===== config.mk =====
export PLATFORM = sky130hd
export DESIGN_NAME = bus_break_unit
export DESIGN_NICKNAME = d
export VERILOG_FILES = /design/src/rtl/bcb_pkg.sv /design/src/rtl/bcb_cfg_regs.sv /design/src/rtl/bcb_chan_cmp.sv /design/src/rtl/bcb_seq_ctl.sv /design/src/rtl/bus_break_unit.sv
export SDC_FILE = /design/constraint.sdc
export NUM_CORES = 1
export LEC_CHECK = 0
export BUFFER_PORTS_ARGS = -buffer_cell sky130_fd_sc_hd__buf_2
export CAP_MARGIN = 20
export CORE_MARGIN = 4
export CORE_UTILIZATION = 41
export DETAILED_ROUTE_END_ITERATION = 12
export GPL_TIMING_DRIVEN = 0
export HOLD_SLACK_MARGIN = 0.12
export SLEW_MARGIN = 40
export SYNTH_ARGS = -nofsm -noshare
export SYNTH_HDL_FRONTEND = slang
export SYNTH_SLANG_ARGS = --single-unit

===== constraint.sdc =====
create_clock -name clk -period 2.5 [get_ports clk]
set_clock_uncertainty 0.05 [all_clocks]
set_input_delay 0.375 -clock clk [delete_from_list [all_inputs] [get_ports clk]]
set_output_delay 0.375 -clock clk [all_outputs]
set_load 0.02 [all_outputs]

===== src/rtl/bcb_pkg.sv =====
package bcb_pkg;

  typedef enum logic [1:0] {
    SZ_BYTE = 2'd0,
    SZ_WORD = 2'd1,
    SZ_LONG = 2'd2,
    SZ_RSVD = 2'd3
  } acc_size_e;

  typedef enum logic [1:0] {
    DIR_ANY   = 2'd0,
    DIR_READ  = 2'd1,
    DIR_WRITE = 2'd2,
    DIR_ANY2  = 2'd3
  } dir_qual_e;

  // Field order matches control word bits [6:0].
  typedef struct packed {
    logic      en;
    dir_qual_e dir;
    logic      dat_en;
    logic      adr_en;
    acc_size_e size;
  } ch_ctrl_t;

  localparam int CTRL_W = 7;

  // Global register selects.
  localparam logic [4:0] SEL_MODE  = 5'h10;
  localparam logic [4:0] SEL_RLO   = 5'h11;
  localparam logic [4:0] SEL_RHI   = 5'h12;
  localparam logic [4:0] SEL_RP    = 5'h13;
  localparam logic [4:0] SEL_PASS  = 5'h14;

endpackage


===== src/rtl/bcb_cfg_regs.sv =====
module bcb_cfg_regs
  import bcb_pkg::*;
#(
  parameter int NCH  = 4,
  parameter int AW   = 32,
  parameter int DW   = 32,
  parameter int CW   = 32,
  parameter int CNTW = 8
) (
  input  logic                    clk,
  input  logic                    rst_n,
  input  logic                    cfg_we,
  input  logic [4:0]              cfg_sel,
  input  logic [CW-1:0]           cfg_wdata,
  output logic [NCH-1:0][AW-1:0]  ch_addr,
  output logic [NCH-1:0][DW-1:0]  ch_data,
  output ch_ctrl_t [NCH-1:0]      ch_ctrl,
  output logic                    seq_en,
  output logic                    rng_en,
  output logic                    rp_en,
  output logic [AW-1:0]           rng_lo,
  output logic [AW-1:0]           rng_hi,
  output logic [AW-1:0]           rp_addr,
  output logic [CNTW-1:0]         pass_cnt
);

  localparam int REGS_PER_CH = 4;

  for (genvar c = 0; c < NCH; c++) begin : g_chreg
    localparam logic [4:0] BASE = 5'(REGS_PER_CH * c);
    always_ff @(posedge clk or negedge rst_n) begin
      if (!rst_n) begin
        ch_addr[c] <= '0;
        ch_data[c] <= '0;
        ch_ctrl[c] <= '0;
      end else if (cfg_we) begin
        if (cfg_sel == BASE)         ch_addr[c] <= cfg_wdata[AW-1:0];
        if (cfg_sel == BASE + 5'd1)  ch_data[c] <= cfg_wdata[DW-1:0];
        if (cfg_sel == BASE + 5'd2)  ch_ctrl[c] <= ch_ctrl_t'(cfg_wdata[CTRL_W-1:0]);
      end
    end
  end

  always_ff @(posedge clk or negedge rst_n) begin
    if (!rst_n) begin
      seq_en   <= 1'b0;
      rng_en   <= 1'b0;
      rp_en    <= 1'b0;
      rng_lo   <= '0;
      rng_hi   <= '0;
      rp_addr  <= '0;
      pass_cnt <= '0;
    end else if (cfg_we) begin
      unique case (cfg_sel)
        SEL_MODE: begin
          seq_en <= cfg_wdata[0];
          rng_en <= cfg_wdata[1];
          rp_en  <= cfg_wdata[2];
        end
        SEL_RLO:  rng_lo   <= cfg_wdata[AW-1:0];
        SEL_RHI:  rng_hi   <= cfg_wdata[AW-1:0];
        SEL_RP:   rp_addr  <= cfg_wdata[AW-1:0];
        SEL_PASS: pass_cnt <= cfg_wdata[CNTW-1:0];
        default: ;
      endcase
    end
  end

endmodule


===== src/rtl/bcb_chan_cmp.sv =====
module bcb_chan_cmp
  import bcb_pkg::*;
#(
  parameter int AW = 32,
  parameter int DW = 32
) (
  input  logic          mon_valid,
  input  logic [AW-1:0] mon_addr,
  input  logic [DW-1:0] mon_data,
  input  acc_size_e     mon_size,
  input  logic          mon_write,
  input  logic [AW-1:0] cond_addr,
  input  logic [DW-1:0] cond_data,
  input  ch_ctrl_t      cond_ctrl,
  output logic          misalign,
  output logic          hit
);

  logic [DW-1:0] lane_mask;
  logic          addr_ok;
  logic          data_ok;
  logic          dir_ok;
  logic          bad_align;

  always_comb begin
    unique case (cond_ctrl.size)
      SZ_BYTE: bad_align = 1'b0;
      SZ_WORD: bad_align = cond_addr[0];
      SZ_LONG: bad_align = |cond_addr[1:0];
      default: bad_align = 1'b1;
    endcase
  end

  always_comb begin
    unique case (cond_ctrl.size)
      SZ_BYTE: lane_mask = DW'(8'hFF);
      SZ_WORD: lane_mask = DW'(16'hFFFF);
      default: lane_mask = '1;
    endcase
  end

  always_comb begin
    unique case (cond_ctrl.dir)
      DIR_READ:  dir_ok = !mon_write;
      DIR_WRITE: dir_ok = mon_write;
      default:   dir_ok = 1'b1;
    endcase
  end

  assign addr_ok  = !cond_ctrl.adr_en || (mon_addr == cond_addr);
  assign data_ok  = !cond_ctrl.dat_en ||
                    ((mon_size == cond_ctrl.size) &&
                     ((mon_data & lane_mask) == (cond_data & lane_mask)));
  assign misalign = cond_ctrl.en && bad_align;
  assign hit      = mon_valid && cond_ctrl.en && !bad_align &&
                    (cond_ctrl.adr_en || cond_ctrl.dat_en) &&
                    addr_ok && data_ok && dir_ok;

endmodule


===== src/rtl/bcb_seq_ctl.sv =====
module bcb_seq_ctl #(
  parameter int NCH  = 4,
  parameter int AW   = 32,
  parameter int CNTW = 8
) (
  input  logic            clk,
  input  logic            rst_n,
  input  logic            clr,
  input  logic            mon_valid,
  input  logic [AW-1:0]   mon_addr,
  input  logic [NCH-1:0]  hit,
  input  logic            seq_en,
  input  logic            rng_en,
  input  logic            rp_en,
  input  logic [AW-1:0]   rng_lo,
  input  logic [AW-1:0]   rng_hi,
  input  logic [AW-1:0]   rp_addr,
  input  logic [CNTW-1:0] pass_cnt,
  output logic            brk_pulse
);

  localparam int SW = (NCH > 1) ? $clog2(NCH) : 1;
  localparam logic [SW-1:0] LAST = SW'(NCH - 1);

  logic [SW-1:0]   stage, stage_n;
  logic [CNTW-1:0] cnt, cnt_n;
  logic [CNTW:0]   cnt_inc, pass_tgt;
  logic            last_arm, last_fire, rp_hit, rng_hit, early_hit, fire;

  assign cnt_inc  = {1'b0, cnt} + 1'b1;
  assign pass_tgt = (pass_cnt == '0) ? (CNTW+1)'(1) : {1'b0, pass_cnt};
  assign rp_hit   = seq_en && rp_en && mon_valid && (mon_addr == rp_addr);
  assign rng_hit  = rng_en && mon_valid && (mon_addr >= rng_lo) && (mon_addr <= rng_hi);
  assign early_hit = (NCH > 1) ? |hit[NCH-2:0] : 1'b0;

  always_comb begin
    last_arm  = seq_en ? (hit[NCH-1] && stage == LAST) : hit[NCH-1];
    last_fire = last_arm && (cnt_inc == pass_tgt);
    stage_n   = stage;
    cnt_n     = cnt;
    fire      = 1'b0;
    if (seq_en) begin
      if (rp_hit) begin
        stage_n = '0;
        cnt_n   = '0;
      end else if (stage != LAST && hit[stage]) begin
        stage_n = stage + 1'b1;
      end else if (last_arm) begin
        if (last_fire) begin
          fire    = 1'b1;
          stage_n = '0;
          cnt_n   = '0;
        end else begin
          cnt_n = cnt_inc[CNTW-1:0];
        end
      end
    end else begin
      stage_n = '0;
      if (last_arm) cnt_n = last_fire ? '0 : cnt_inc[CNTW-1:0];
      fire = early_hit || rng_hit || last_fire;
    end
  end

  always_ff @(posedge clk or negedge rst_n) begin
    if (!rst_n) begin
      stage     <= '0;
      cnt       <= '0;
      brk_pulse <= 1'b0;
    end else if (clr) begin
      stage     <= '0;
      cnt       <= '0;
      brk_pulse <= 1'b0;
    end else begin
      stage     <= stage_n;
      cnt       <= cnt_n;
      brk_pulse <= fire;
    end
  end

  // the stage only steps forward by one or returns to the start.
  p_stage_step_r7: assert property (@(posedge clk) disable iff (!rst_n)
    (stage != $past(stage)) |-> (stage == '0 || stage == SW'($past(stage) + 1'b1)));

  // without a bus cycle or a write, the stage holds.
  p_stage_hold_r7: assert property (@(posedge clk) disable iff (!rst_n)
    (!mon_valid && !clr) |=> $stable(stage));

  // a configuration write leaves stage and counter at zero.
  p_clear_r10: assert property (@(posedge clk) disable iff (!rst_n)
    clr |=> (stage == '0 && cnt == '0 && !brk_pulse));

  // the pass counter never reaches its target value.
  p_cnt_bound_r6: assert property (@(posedge clk) disable iff (!rst_n)
    ({1'b0, cnt} < pass_tgt));

  // a break always follows an observed bus cycle.
  p_break_needs_cycle_r1: assert property (@(posedge clk) disable iff (!rst_n)
    !mon_valid |=> !brk_pulse);

endmodule


===== src/rtl/bus_break_unit.sv =====
module bus_break_unit
  import bcb_pkg::*;
#(
  parameter int NCH  = 4,
  parameter int AW   = 32,
  parameter int DW   = 32,
  parameter int CNTW = 8
) (
  input  logic           clk,
  input  logic           rst_n,
  input  logic           cfg_we,
  input  logic [4:0]     cfg_sel,
  input  logic [31:0]    cfg_wdata,
  input  logic           mon_valid,
  input  logic [AW-1:0]  mon_addr,
  input  logic [DW-1:0]  mon_data,
  input  logic [1:0]     mon_size,
  input  logic           mon_write,
  output logic           brk_pulse,
  output logic [NCH-1:0] cfg_err
);

  localparam int CW = 32;

  logic [NCH-1:0][AW-1:0] ch_addr;
  logic [NCH-1:0][DW-1:0] ch_data;
  ch_ctrl_t [NCH-1:0]     ch_ctrl;
  logic [NCH-1:0]         ch_hit;
  logic                   seq_en, rng_en, rp_en;
  logic [AW-1:0]          rng_lo, rng_hi, rp_addr;
  logic [CNTW-1:0]        pass_cnt;
  acc_size_e              size_q;

  assign size_q = acc_size_e'(mon_size);

  bcb_cfg_regs #(.NCH(NCH), .AW(AW), .DW(DW), .CW(CW), .CNTW(CNTW)) u_regs (
    .clk      (clk),
    .rst_n    (rst_n),
    .cfg_we   (cfg_we),
    .cfg_sel  (cfg_sel),
    .cfg_wdata(cfg_wdata),
    .ch_addr  (ch_addr),
    .ch_data  (ch_data),
    .ch_ctrl  (ch_ctrl),
    .seq_en   (seq_en),
    .rng_en   (rng_en),
    .rp_en    (rp_en),
    .rng_lo   (rng_lo),
    .rng_hi   (rng_hi),
    .rp_addr  (rp_addr),
    .pass_cnt (pass_cnt)
  );

  for (genvar c = 0; c < NCH; c++) begin : g_cmp
    bcb_chan_cmp #(.AW(AW), .DW(DW)) u_cmp (
      .mon_valid(mon_valid),
      .mon_addr (mon_addr),
      .mon_data (mon_data),
      .mon_size (size_q),
      .mon_write(mon_write),
      .cond_addr(ch_addr[c]),
      .cond_data(ch_data[c]),
      .cond_ctrl(ch_ctrl[c]),
      .misalign (cfg_err[c]),
      .hit      (ch_hit[c])
    );

    // a flagged channel never reports a match.
    p_err_blocks_r4: assert property (@(posedge clk) disable iff (!rst_n)
      cfg_err[c] |-> !ch_hit[c]);
  end

  bcb_seq_ctl #(.NCH(NCH), .AW(AW), .CNTW(CNTW)) u_seq (
    .clk      (clk),
    .rst_n    (rst_n),
    .clr      (cfg_we),
    .mon_valid(mon_valid),
    .mon_addr (mon_addr),
    .hit      (ch_hit),
    .seq_en   (seq_en),
    .rng_en   (rng_en),
    .rp_en    (rp_en),
    .rng_lo   (rng_lo),
    .rng_hi   (rng_hi),
    .rp_addr  (rp_addr),
    .pass_cnt (pass_cnt),
    .brk_pulse(brk_pulse)
  );

  // with sequential mode on, no break without some channel matching.
  p_seq_ignores_range_r9: assert property (@(posedge clk) disable iff (!rst_n)
    (seq_en && !cfg_we && ch_hit == '0) |=> !brk_pulse);

endmodule


# After elaboration in Yosys (flattened, before gate mapping)
# Cells that the tools add are included.
# W data, S select, Z words.
[op_classes] bitwise=8 eq_ne=51 n_lt_le_gt_ge=3 n_mux=34 n_reduce_logical=97 n_addsub=2
[op_table] cell="$eq A32 B32 Y1" n=9
[op_table] cell="$and A32 B32 Y32" n=8
[op_table] cell="$pmux W32 S2" n=4
[op_table] cell="$mux W8" n=7
[op_table] cell="$logic_and A1 B1 Y1" n=41
[op_table] cell="$reduce_and A2 Y1" n=18
[op_table] cell="$ge A32 B32 Y1" n=1
[op_table] cell="$le A32 B32 Y1" n=1
[op_table] cell="$eq A5 B4 Y1 const B" n=6
[op_table] cell="$eq A5 B5 Y1 const B" n=5
[op_table] cell="$eq A2 B2 Y1 const B" n=9
[op_table] cell="$eq A2 B1 Y1 const B" n=8
[op_table] cell="$eq A5 B3 Y1 const B" n=3
[op_table] cell="$logic_or A1 B1 Y1" n=14
[op_table] cell="$logic_not A1 Y1" n=13
[op_table] cell="$mux W2" n=6
[op_table] cell="$pmux W1 S3" n=4
[op_table] cell="$ne A5 B2 Y1 const B" n=2
[op_table] cell="$add A8 B1 Y9 const B" n=1
[op_table] cell="$eq A9 B9 Y1" n=1
[op_table] cell="$eq A2 B2 Y1" n=4
[op_table] cell="$logic_not A2 Y1" n=4
[op_table] cell="$logic_not A8 Y1" n=1
[op_table] cell="$mux W1" n=8
[op_table] cell="11 further kinds" n=17
[totals] ff_bits=402 out_inout_bits=5 in_bits=108 elab_cells=233

# Longest topological paths before layout
# Gate-level depths: netlist of the first run.
[logic_depth] depth_word=17 ltp_mapped=11 ltp_nobuf=10

# Modules after synthesis
# A second synthesis of the first run with hierarchy kept.
[unflattened] hier_cells=1649 area_unflattened_um2=20801.2
[by_module_without_submodules] mod="bcb_cfg_regs" instances=1 seq_area_each_um2=9784.4 cells_per_inst=876 area_per_inst_um2=14689.1
[by_module_without_submodules] mod="bcb_chan_cmp" instances=4 seq_area_each_um2=0.0 cells_per_inst=102 area_per_inst_um2=837.1
[by_module_without_submodules] mod="bcb_seq_ctl" instances=1 seq_area_each_um2=275.3 cells_per_inst=365 area_per_inst_um2=2763.9

# Worst setup path before layout of the first run
# Ideal clock, no wire load.
[synth_timing] kind="in2reg" from="input mon_data[30]" to="register u_seq.cnt[0]" required_time_ns=2.329 t_arrival_ns=2.455 path_buffers=1 slack_ns=-0.125 cell_stages=9 path_cell_list="buf_6 > xnor2_2 > nand4_1 > o41a_1 > o41ai_4 > o2111ai_4 > or4_4 > nand2_2 > nor2_1"
[synth_via] elab_chain_len=15 elab_cells_between_ends=37 cone_classes="eq/ne: 5; mux: 9; bitwise: 4; reduce/logical: 19"
[synth_lines] element="start, declared" line_no="bus_break_unit.sv:16" text="input logic [DW-1:0] mon_data,"
[synth_lines] element="$and A32 B32 Y32" line_no="bcb_chan_cmp.sv:53" text="((mon_data & lane_mask) == (cond_data & lane_mask)));"
[synth_lines] element="$eq A32 B32 Y1" line_no="bcb_chan_cmp.sv:53"
[synth_lines] element="$logic_and A1 B1 Y1" line_no="bcb_chan_cmp.sv:52" text="((mon_size == cond_ctrl.size) &&"
[synth_lines] element="$logic_or A1 B1 Y1" line_no="bcb_chan_cmp.sv:51" text="assign data_ok = !cond_ctrl.dat_en ||"
[synth_lines] element="$logic_and A1 B1 Y1 (2 in series)" line_no="bcb_chan_cmp.sv:57" text="addr_ok && data_ok && dir_ok;"
[synth_lines] element="$logic_and A1 B1 Y1" line_no="bcb_seq_ctl.sv:37" text="last_arm = seq_en ? (hit[NCH-1] && stage == LAST) : hit[NCH-1];"
[synth_lines] element="$mux W1" line_no="bcb_seq_ctl.sv:37"
[synth_lines] element="$logic_and A1 B1 Y1" line_no="bcb_seq_ctl.sv:38" text="last_fire = last_arm && (cnt_inc == pass_tgt);"
[synth_lines] element="$mux W8" line_no="bcb_seq_ctl.sv:49, bcb_seq_ctl.sv:59"
[synth_lines] element="$mux W8" line_no="bcb_seq_ctl.sv:48, bcb_seq_ctl.sv:59"
[synth_lines] element="$mux W8" line_no="bcb_seq_ctl.sv:46" text="end else if (stage != LAST && hit[stage]) begin"
[synth_lines] element="$mux W8" line_no="bcb_seq_ctl.sv:43" text="if (rp_hit) begin"
[synth_lines] element="$mux W8" line_no="bcb_seq_ctl.sv:42" text="if (seq_en) begin"
[synth_lines] element="$mux W8" line_no="bcb_seq_ctl.sv:69" text="end else if (clr) begin"
[synth_lines] element="end signal, assigned" line_no="bcb_seq_ctl.sv:75" text="cnt <= cnt_n;"
[synth_lines] element="end, declared" line_no="bcb_seq_ctl.sv:26" text="logic [CNTW-1:0] cnt, cnt_n;"
# Parallel ways exist; a longest one is shown, timed or not. The select of a mux whose other input is x is not followed.
# A chain may end at the register's enable or synchronous reset.

# Final worst setup path of the first run
[layout_timing] from="register u_regs.ch_addr[112] (netlist bit)" to="register u_seq.brk_pulse"
[layout_via] elab_chain_len=14 elab_cells_between_ends=18 cone_classes="eq/ne: 1; mux: 9; reduce/logical: 8"
[layout_lines] element="start, declared" line_no="bcb_cfg_regs.sv:15" text="output logic [NCH-1:0][AW-1:0] ch_addr,"
[layout_lines] element="start signal, assigned by index" line_no="bcb_cfg_regs.sv:37" text="if (cfg_sel == BASE) ch_addr[c] <= cfg_wdata[AW-1:0];"
[layout_lines] element="$eq A32 B32 Y1 *" line_no="bcb_chan_cmp.sv:50" text="assign addr_ok = !cond_ctrl.adr_en || (mon_addr == cond_addr);"
[layout_lines] element="$logic_or A1 B1 Y1 *" line_no="bcb_chan_cmp.sv:50"
[layout_lines] element="$logic_and A1 B1 Y1 *" line_no="bcb_chan_cmp.sv:56" text="(cond_ctrl.adr_en || cond_ctrl.dat_en) &&"
[layout_lines] element="$logic_and A1 B1 Y1 * (2 in series)" line_no="bcb_chan_cmp.sv:57"
[layout_lines] element="$logic_and A1 B1 Y1" line_no="bcb_seq_ctl.sv:37"
[layout_lines] element="$mux W1" line_no="bcb_seq_ctl.sv:37"
[layout_lines] element="$logic_and A1 B1 Y1" line_no="bcb_seq_ctl.sv:38"
[layout_lines] element="$mux W1" line_no="bcb_seq_ctl.sv:49" text="if (last_fire) begin"
[layout_lines] element="$mux W1" line_no="bcb_seq_ctl.sv:48" text="end else if (last_arm) begin"
[layout_lines] element="$mux W1" line_no="bcb_seq_ctl.sv:46"
[layout_lines] element="$mux W1" line_no="bcb_seq_ctl.sv:43"
[layout_lines] element="$mux W1 *" line_no="bcb_seq_ctl.sv:42"
[layout_lines] element="$mux W1 *" line_no="bcb_seq_ctl.sv:69"
[layout_lines] element="end signal, assigned" line_no="bcb_seq_ctl.sv:76" text="brk_pulse <= fire;"
[layout_lines] element="end, declared" line_no="bcb_seq_ctl.sv:19" text="output logic brk_pulse"
# Every way passes the cells marked *; elsewhere a longest branch is shown, timed or not. The select of a mux whose other input is x is not followed.

==> reports/results.ini, run 1 <==
[status]
outcome=finished with violations
violations=negative setup slack

[floorplanning]
start_util=0.415
io_pins=113
fp.dieArea_mm2=0.0544
rows=82
die_w_um=233
die_h_um=233
fp.coreArea_mm2=0.0502

[clocking]
clk_latency_ns=0.59
cts_buffers=46
cts_sinks=402
cts_tree=built
htree_levels=2
cts_root_buffer=clkbuf_16
clk_pin_slew_ns=0.06
cts_buffer_depth=3

[timing]
tightest_slew_ns=0.886
clock.fmax_ghz=0.356
slew_violations=0
rsz0062_at_grt=yes
fin_crit_sh=1.12
setup_slack_ns=-0.309
setup_viol=11
period_minus_slack_ns=2.81
slew_headroom=0.409
hold_violations=0

[synthesis]
synth_ff_type=dfrtp_1
synth_seq_cells=402
synth.largest_area_cell=dfrtp_1
yosysMostFrequentCell=dfrtp_1
syn_inst=1691
synthesis.nets=1873
synth.distinct_cells=49
synth_common_cells=402 x dfrtp_1, 388 x mux2_2, 185 x xor2_1
synth_enable_flop_cells=0
synth_warnings=0
synth.area.top_cells=dfrtp_1 48%, mux2_2 21%, xor2_1 7.8%, xnor2_1 5.3%, ha_1 4.4%
async_reset_ff_frac=1.00
synthesis.area_mm2=0.0208
ys_seq_area_frac=0.483
syn_avg_cell_area_um2=12.3
yosysTopAreaCellShare=0.483

[route]
drtIter0Drc=737
vias=13700
routed_wl_mm=59.6
vias_per_cell=5.28
drc=0
drtAntennaViolNets=0
wl_per_cell_um=23.0
firstDrtPassIters=5

[worst_hold_path]
hp-class=in2async

[placed_design]
dp_worst_setup_slack_ns=-1.09
dp_hpwl_mm=44.6
portBuffers=107
place.gp.congestion=0.840

[job]
cap_violations=0

[critical_path]
worstSetupStartpoint=u_regs.ch_addr[112]
path_cells=xor2_1 > nor4_1 > nand4_1 > o21ai_2 > o2111ai_4 > or4_4 > nand2_1 > o211a_1
worstSetupStartpointType=flip-flop
cp.arrival_ns=3.26
critPathSlowestCell=nor4_1
cp_num_cells=8
slowest_delay_ns=0.61
crit_end=u_seq.brk_pulse
reg2reg_from=u_regs.ch_addr[112]
r2r_end=u_seq.brk_pulse
reg2reg_setup_slack_ns=-0.31
critPathKind=reg2reg
crit_family=simple AND/OR/NAND/NOR gates
end_kind=flip-flop
r2r_cells=8
crit_required_ns=2.95
path_buf_inv=0
cp_max_fo=5

[grt]
grt-ovfl-total=0
antenna_found_initial=0
grt_usage=0.222
grt_first_pass_wirelength_mm=90.1
grt_max_degree=72
grt_pass1_vias=14500

[finish]
nets=2066
fin_util=0.482
drive_above_1_share=0.314
fillers=4550
synthToLayoutAreaGrowth_pct=16.3

[power]
cellPowerDensity_mw_per_mm2=789
p_leak_nw=11.0
ir_drop_v=0.000522

-- per-stage QoR --
step | std cells | hold slack, ns | setup TNS (ns) | power, mW | instance area [um2]
after floorplan | 1691 | 0.0294 | -0.0103 | 11.2 | 20800
after global placement | 2470 | 0.438 | -2907.27 | 12.4 | 22200
after detailed placement | 2476 | 0.154 | -34.54 | 12.6 | 22400
after CTS | 2586 | 0.134 | -2.67 | 19.2 | 24100
after global routing | 2590 | 0.144 | -3.23 | 20.0 | 24200
final | 2591 | 0.149 | -3.06 | 19.1 | 24200
-- sequential cells by signal (all words and copies together) (netlist names), 2 cells and up --
signal,count
u_regs.rng_lo,32
u_seq.stage,2
u_regs.pass_cnt,8
u_regs.ch_addr,128
u_regs.ch_ctrl,28
u_regs.rng_hi,32
u_regs.ch_data,128
u_regs.rp_addr,32
u_seq.cnt,8
-- cells by family after synthesis --
| family | count (synthesis) | share of synthesized area |
|---|---|---|
| flip-flops | 402 | 0.483 |
| multiplexers | 392 | 0.212 |
| XOR/XNOR | 311 | 0.131 |
| AND/OR/NAND/NOR | 227 | 0.0610 |
| buffers and inverters | 186 | 0.0351 |
| AO/OA/AOI/OAI | 99 | 0.0328 |
| adder cells (fa/ha/maj) | 74 | 0.0445 |
-- worst reg2reg max path: stages (launching register included) --
cell and delay, ns:
dfrtp_1 0.39, xor2_1 0.18, nor4_1 0.61, nand4_1 0.26, o21ai_2 0.28, o2111ai_4 0.17
or4_4 0.51, nand2_1 0.10, o211a_1 0.17
-- timing repair --
action,4_1_cts,5_1_grt
setup buffers,2,2
hold endpoints to repair,162,0
endpoints found under the setup margin,11,70
hold buffers,26,0
cloned,0,1
pin swaps,10,7
gates resized for setup,9,10
-- how the worst min path moves through the flow --
| stage | from | end | slack, ns | depth (start not counted) |
|---|---|---|---|---|
| after detailed placement | rst_n | u_regs.rng_hi[7] | 0.15 | 1 |
| after global placement | u_regs.rp_en | u_regs.rp_en | 0.44 | 1 |
| after global routing | rst_n | u_regs.rp_addr[8] | 0.14 | 2 |
| after floorplan | rst_n | u_regs.ch_addr[0] | 0.03 | 0 |
| after CTS | rst_n | u_regs.rp_addr[8] | 0.13 | 2 |
| final | rst_n | u_regs.rp_addr[8] | 0.15 | 2 |
-- routing by layer --
| metal | track usage | up-vias | part of all wire |
|---|---|---|---|
| li1 | - | 6245 | - |
| met1 | 0.303 | 7071 | 0.45 |
| met2 | 0.360 | 282 | 0.47 |
| met3 | 0.0451 | 84 | 0.051 |
| met4 | 0.0613 | 0 | 0.028 |
| met5 | 0 | - | 0 |
-- area by class of cell --
class | count | area, um2 | area share
flip-flops and latches | 402 | 10100 | 0.416
inverters | 76 | 285 | 0.0118
plain buffers | 110 | 449 | 0.0186
clock inverters | 12 | 106 | 0.00440
multi-input cells | 1103 | 10100 | 0.418
clock buffers | 70 | 1310 | 0.0542
diodes | 1 | 2.50 | 0.000103
well taps | 672 | 841 | 0.0348
repair buffers | 145 | 1030 | 0.0427
-- cell usage in the layout (no fill, tap or decap), drive strengths merged, types with 4 or more instances in the layout --
| cell type | count |
|---|---|
| dlygate4sd3 | 26 |
| dfrtp | 402 |
| buf | 150 |
| xnor2 | 126 |
| o21ai | 22 |
| nor2b | 13 |
| nor3 | 14 |
| mux2 | 388 |
| a21o | 21 |
| clkbuf | 149 |
| inv | 78 |
| a2111oi | 4 |
| nand4 | 53 |
| clkinv | 8 |
| nor4 | 50 |
| xor2 | 185 |
| and2 | 5 |
| nand3 | 13 |
| nand2 | 28 |
| and3 | 7 |
| a211oi | 7 |
| a21oi | 23 |
| mux2i | 4 |
| ha | 74 |
| nor2 | 27 |
| o211ai | 6 |
| nand2b | 4 |
-- power breakdown --
group | switching (mW) | leakage, nW | internal [mW]
sequential | 0.868 | 5.15 | 7.75
clock | 2.75 | 0.695 | 3.72
combinational | 1.93 | 5.18 | 2.07
total | 5.55 | 11.0 | 13.5
Note: power is estimated with default switching activity, not from simulation.
==> run 2: changes to the inputs <==
==> constraint.sdc (replaced) <==
create_clock -name clk -period 3.35 [get_ports clk]
set_clock_uncertainty 0.05 [all_clocks]
set_input_delay 0.5025 -clock clk [delete_from_list [all_inputs] [get_ports clk]]
set_output_delay 0.5025 -clock clk [all_outputs]
set_load 0.02 [all_outputs]
==> reports/results.ini, run 2 (synthesis gave the netlist of run 1 again) <==
[placed_design]
dp_hpwl_mm=44.8  ; +0.38%
place.gp.congestion=0.845  ; +0.52%
dp_worst_setup_slack_ns=-0.479  ; +0.608 ns
placed_cell_area_mm2=0.0224  ; about the same
dpl.cell_count=2477  ; +0.040%
portBuffers=107  ; unchanged

[timing]
fin_crit_sh=0.961
period_minus_slack_ns=3.22
setup_viol=0  ; -11
clock.fmax_ghz=0.311
rsz0062_at_grt=no
fin_tns_setup_ns=0  ; +3.06 ns
tightest_slew_ns=0.872  ; -0.0142 ns
slew_violations=0  ; unchanged
whs_ns=0.142  ; -0.00708 ns
setup_slack_ns=0.129  ; +0.439 ns
slew_headroom=0.419  ; +0.00948
hold_violations=0  ; unchanged

[clocking]
hold_buffers=15  ; -42%
ctsResizeCount=0  ; -9
cts_tree=built
cts_sinks=402  ; unchanged
cts_buffers=45  ; -2.2%
cts_root_buffer=clkbuf_16
cts_buffer_depth=3  ; unchanged
clk_latency_ns=0.59  ; about the same
clk_pin_slew_ns=0.06  ; about the same
htree_levels=2  ; unchanged
cts_setup_buffers=0  ; -2

[critical_path]
worstSetupStartpointType=input port
critPathKind=in2reg
r2r_cells=10  ; +2
worstSetupStartpoint=mon_addr[16]
end_kind=flip-flop
cp_max_fo=9  ; +4
crit_required_ns=3.76  ; +0.81 ns
cp.arrival_ns=3.63  ; +0.37 ns
r2r_end=u_seq.brk_pulse
reg2reg_from=u_regs.rng_hi[1]
reg2reg_setup_slack_ns=0.19  ; +0.50 ns

[floorplanning]
fp.dieArea_mm2=0.0544  ; unchanged
die_h_um=233  ; unchanged
rows=82  ; unchanged
fp.coreArea_mm2=0.0502  ; unchanged
die_w_um=233  ; unchanged
io_pins=113  ; unchanged
start_util=0.415  ; unchanged

[route]
vias_per_cell=5.27  ; -0.13%
routed_wl_mm=59.6  ; about the same
drtAntennaViolNets=0  ; unchanged
vias=13600  ; -0.71%
drtIter0Drc=748  ; +1.5%
firstDrtPassIters=5  ; unchanged
drc=0  ; unchanged
wl_per_cell_um=23.2  ; +0.66%

[grt]
grt_pass1_vias=14400  ; -0.70%
grt_usage=0.221  ; -0.000925
grt-ovfl-total=0  ; unchanged
grt_first_pass_wirelength_mm=89.7  ; -0.53%
grt_max_degree=74  ; +2.8%
antenna_found_initial=1  ; +1

[worst_hold_path]
worstHoldPathCells=2
hp-class=in2reg
hold_start=cfg_wdata[16]
hold_end=u_regs.rp_addr[16]

[finish]
reg_top3=u_regs.ch_addr (128), u_regs.ch_data (128)
final_common_cell=dfrtp_1
nets=2049  ; -0.82%
stdcell_area_mm2=0.0240  ; -0.67%
final_cells=2576  ; -0.58%
synthToLayoutAreaGrowth_pct=15.5
drive_above_1_share=0.308  ; -0.00541
final_cell_mix=402 x dfrtp_1, 388 x mux2_2, 185 x xor2_1

[power]
swShare=0.286  ; -0.00418
p_clk_frac=0.350  ; +0.011
cellPowerDensity_mw_per_mm2=600  ; -24%
combPwrFrac=0.204  ; -0.005
p_seq_frac=0.446  ; -0.006
internal_power_mw=10.3  ; -24%
p_leak_nw=11.0  ; -0.37%
ir_drop_v=0.000355  ; -32%
switching_power_mw=4.13  ; -26%

[job]
cap_violations=0  ; unchanged

[status]
outcome=finished clean

## run 2: cell count changes in the layout (fill, tap and decap cells not counted), moves of 2 or more
cell / previous run / this run
clkbuf_2: 5 / 3
dlygate4sd3_1: 26 / 15
clkbuf_8: 7 / 12
nor4_2: 3 / 0
buf_4: 9 / 4
a2111oi_0: 1 / 3
nor4_1: 47 / 50
nor2_1: 25 / 27
## run 2: layout make-up
type,count,area (um2)
fillers,4581,26100
flip-flops and latches,402,10100
multi-input cells,1103,10000
clock buffers,73,1390
repair buffers,129,872
well taps,672,841
plain buffers,110,447
inverters,76,285
clock inverters,10,106
diodes,1,2.50
## run 2: power by group through the flow
stage / Sequential [mW] / Combinational [mW] / Clock, mW
CTS: 6.43 / 2.97 / 5.14
detailed placement: 6.51 / 2.93 / 0
finish: 6.43 / 2.94 / 5.05
global route: 6.54 / 3.27 / 5.31
floorplan: 6.33 / 2.06 / 0
global placement: 6.46 / 2.82 / 0
## run 2: worst max-delay path by stage
| stage | to | slack [ns] | cells past startpoint |
|---|---|---|---|
| 2_1_floorplan | u_seq.cnt[0] | 0.60 | 9 |
| 3_3_place_gp | u_regs.ch_data[30] | -6.49 | 1 |
| 3_5_place_dp | u_seq.cnt[1] | -0.48 | 10 |
| 4_1_cts | u_seq.cnt[4] | 0.11 | 10 |
| 5_1_grt | u_seq.cnt[4] | 0.04 | 10 |
| 6_report | u_seq.cnt[4] | 0.13 | 10 |
## run 2: critical path, cell delays in order
cell and delay [ns]:
buf_2 0.12, clkbuf_1 0.45, xor2_1 0.18, nor4_1 0.57, nand4_1 0.24, o21ai_1 0.33, o2111ai_4 0.29, or4_4 0.66
nand2_2 0.19, nor2_1 0.08
## run 2: per-layer routing
| layer | vias up | global-route usage | routed length [um] |
|---|---|---|---|
| met1 | 6984 | 0.302 | 27000 |
| met3 | 100 | 0.0361 | 2820 |
| li1 | 6242 | - | - |
| met5 | - | 0 | 8 |
| met2 | 257 | 0.361 | 28100 |
| met4 | 2 | 0.0693 | 1740 |
## run 2: through the flow
stage               utilization  power [mW]
global route              0.479        15.1
CTS                       0.479        14.5
global placement          0.442        9.28
detailed placement        0.446        9.44
floorplan                     -        8.39
finish                    0.479        14.4
==> run 3: changes to the inputs <==
--- a/config.mk
+++ b/config.mk
@@ -5,13 +5,14 @@
 export SDC_FILE = /design/constraint.sdc
 export NUM_CORES = 1
 export LEC_CHECK = 0
-export BUFFER_PORTS_ARGS = -buffer_cell sky130_fd_sc_hd__buf_2
+export BUFFER_PORTS_ARGS = -buffer_cell sky130_fd_sc_hd__buf_4
 export CAP_MARGIN = 20
 export CORE_MARGIN = 4
 export CORE_UTILIZATION = 41
 export DETAILED_ROUTE_END_ITERATION = 12
 export GPL_TIMING_DRIVEN = 0
 export HOLD_SLACK_MARGIN = 0.12
+export PLACE_DENSITY = 0.54
 export SLEW_MARGIN = 40
 export SYNTH_ARGS = -nofsm -noshare
 export SYNTH_HDL_FRONTEND = slang
==> reports/results.ini, run 3 (synthesis gave the netlist of run 1 again) <==
[timing]
setup_viol=0  ; unchanged
whs_ns=0.163  ; +0.0207 ns
clock.fmax_ghz=0.319  ; +2.7%
tightest_slew_ns=0.869  ; -0.00345 ns
slew_headroom=0.421  ; +0.00230
fin_tns_setup_ns=0  ; unchanged
setup_slack_ns=0.215  ; +0.0855 ns
period_minus_slack_ns=3.14  ; -0.0855 ns
slew_violations=0  ; unchanged
hold_violations=0  ; unchanged
rsz0062_at_grt=no
fin_crit_sh=0.936  ; -0.0255

[floorplanning]
die_w_um=233  ; unchanged
start_util=0.415  ; unchanged
die_h_um=233  ; unchanged
io_pins=113  ; unchanged
fp.coreArea_mm2=0.0502  ; unchanged
fp.dieArea_mm2=0.0544  ; unchanged
rows=82  ; unchanged

[critical_path]
worstSetupStartpointType=flip-flop
crit_end=u_seq.cnt[3]
r2r_end=u_seq.cnt[3]
critPathKind=reg2reg
reg2reg_from=u_regs.ch_data[121]
end_kind=flip-flop
r2r_cells=8  ; -2
crit_required_ns=3.76  ; about the same
cp.arrival_ns=3.55  ; -0.08 ns
reg2reg_setup_slack_ns=0.21  ; +0.02 ns
worstSetupStartpoint=u_regs.ch_data[121]
cp_max_fo=9  ; unchanged

[grt]
grt_usage=0.228  ; +0.00735
grt_first_pass_wirelength_mm=91.9  ; +2.5%
grt-ovfl-total=0  ; unchanged
grt_max_degree=73  ; -1.4%
antenna_found_initial=1  ; unchanged
grt_pass1_vias=14200  ; -1.3%

[finish]
fin_util=0.488  ; +0.00935
reg_top3=u_regs.ch_addr (128), u_regs.ch_data (128)
final_cell_mix=402 x dfrtp_1, 388 x mux2_2, 185 x xor2_1
synthToLayoutAreaGrowth_pct=17.7
drive_above_1_share=0.312  ; +0.00365
final_cells=2588  ; +0.47%
final_common_cell=dfrtp_1
nets=2060  ; +0.54%
antennaDiodeCount=0  ; -1
stdcell_area_mm2=0.0245  ; +2.0%

[placed_design]
dp_hpwl_mm=45.6  ; +1.8%
place.gp.congestion=0.817  ; -3.2%
portBuffers=107  ; unchanged
dp_worst_setup_slack_ns=-0.352  ; +0.127 ns
placed_cell_area_mm2=0.0226  ; +1.2%
dpl.cell_count=2476  ; -0.040%

[worst_hold_path]
hold_start=cfg_wdata[31]
hp-class=in2reg

[route]
vias=13600  ; +0.052%
drtAntennaViolNets=0  ; unchanged
firstDrtPassIters=5  ; unchanged
drtIter0Drc=835  ; +12%
drc=0  ; unchanged
wl_per_cell_um=23.7  ; +2.5%
vias_per_cell=5.25  ; -0.41%
routed_wl_mm=61.4  ; +3.0%

[clocking]
clk_pin_slew_ns=0.06  ; about the same
cts_buffer_depth=3  ; unchanged
clk_latency_ns=0.59  ; about the same
cts_buffers=47  ; +4.4%
cts_root_buffer=clkbuf_16
cts_sinks=402  ; unchanged
cts_setup_buffers=0  ; unchanged
cts_tree=built
htree_levels=2  ; unchanged

[job]
cap_violations=0  ; unchanged

[power]
p_leak_nw=11.2  ; +1.7%
ir_drop_v=0.000395  ; +11%
power_mw=14.8  ; +2.4%
cellPowerDensity_mw_per_mm2=603  ; +0.43%

[status]
outcome=finished clean

## run 3: cell types whose count changed in the layout (fill, tap and decap cells not counted), sizes merged
cell / previous run / this run
clkinvlp: 1 / 2
diode: 1 / 0
clkbuf: 151 / 150
buf: 146 / 145
dlygate4sd3: 15 / 25
clkinv: 6 / 8
bufinv: 2 / 4
## run 3: critical path: stages, from the launching register on
cell       delay [ns]
dfrtp_1          0.39
xnor2_1          0.23
nand4_1          0.17
o41a_1           0.57
o41ai_4          0.35
o2111ai_4        0.28
or4_4            0.66
nand2_2          0.21
nor2_1           0.08
## run 3: power breakdown
part / switching [mW] / internal [mW]
logic: 1.42 / 1.56
clock network: 2.15 / 3.21
registers: 0.644 / 5.79
total: 4.21 / 10.6
## run 3: repair_timing
action / CTS / global route
hold endpoints to repair: 228 / 0
setup endpoints to repair: 0 / 1
hold buffers: 25 / 0
gates resized for setup: 0 / 1
## run 3: routing by layer
metal / track usage / part of all wire / wire length, um
met5: 0 / 0 / 0
met4: 0.0542 / 0.020 / 1240
met3: 0.0393 / 0.045 / 2750
met2: 0.369 / 0.47 / 28800
met1: 0.322 / 0.47 / 28600
## run 3: worst min-delay path by stage
stage                                endpoint  slack (ns)  cells past startpoint
final                     u_regs.ch_addr[127]        0.16                      2
after global routing      u_regs.ch_addr[127]        0.15                      2
after CTS                 u_regs.ch_addr[127]        0.14                      2
after detailed placement     u_regs.rng_hi[4]        0.30                      1
after global placement      u_regs.rng_hi[19]        0.44                      1
after floorplan             u_regs.ch_addr[0]        0.16                      0
## run 3: cell type report
cell class              instances  area (um2)
fillers                      4612       25700
flip-flops and latches        402       10100
multi-input cells            1103       10000
clock buffers                  72        1410
repair buffers                138        1230
well taps                     672         841
plain buffers                 110         453
inverters                      76         285
clock inverters                15         195
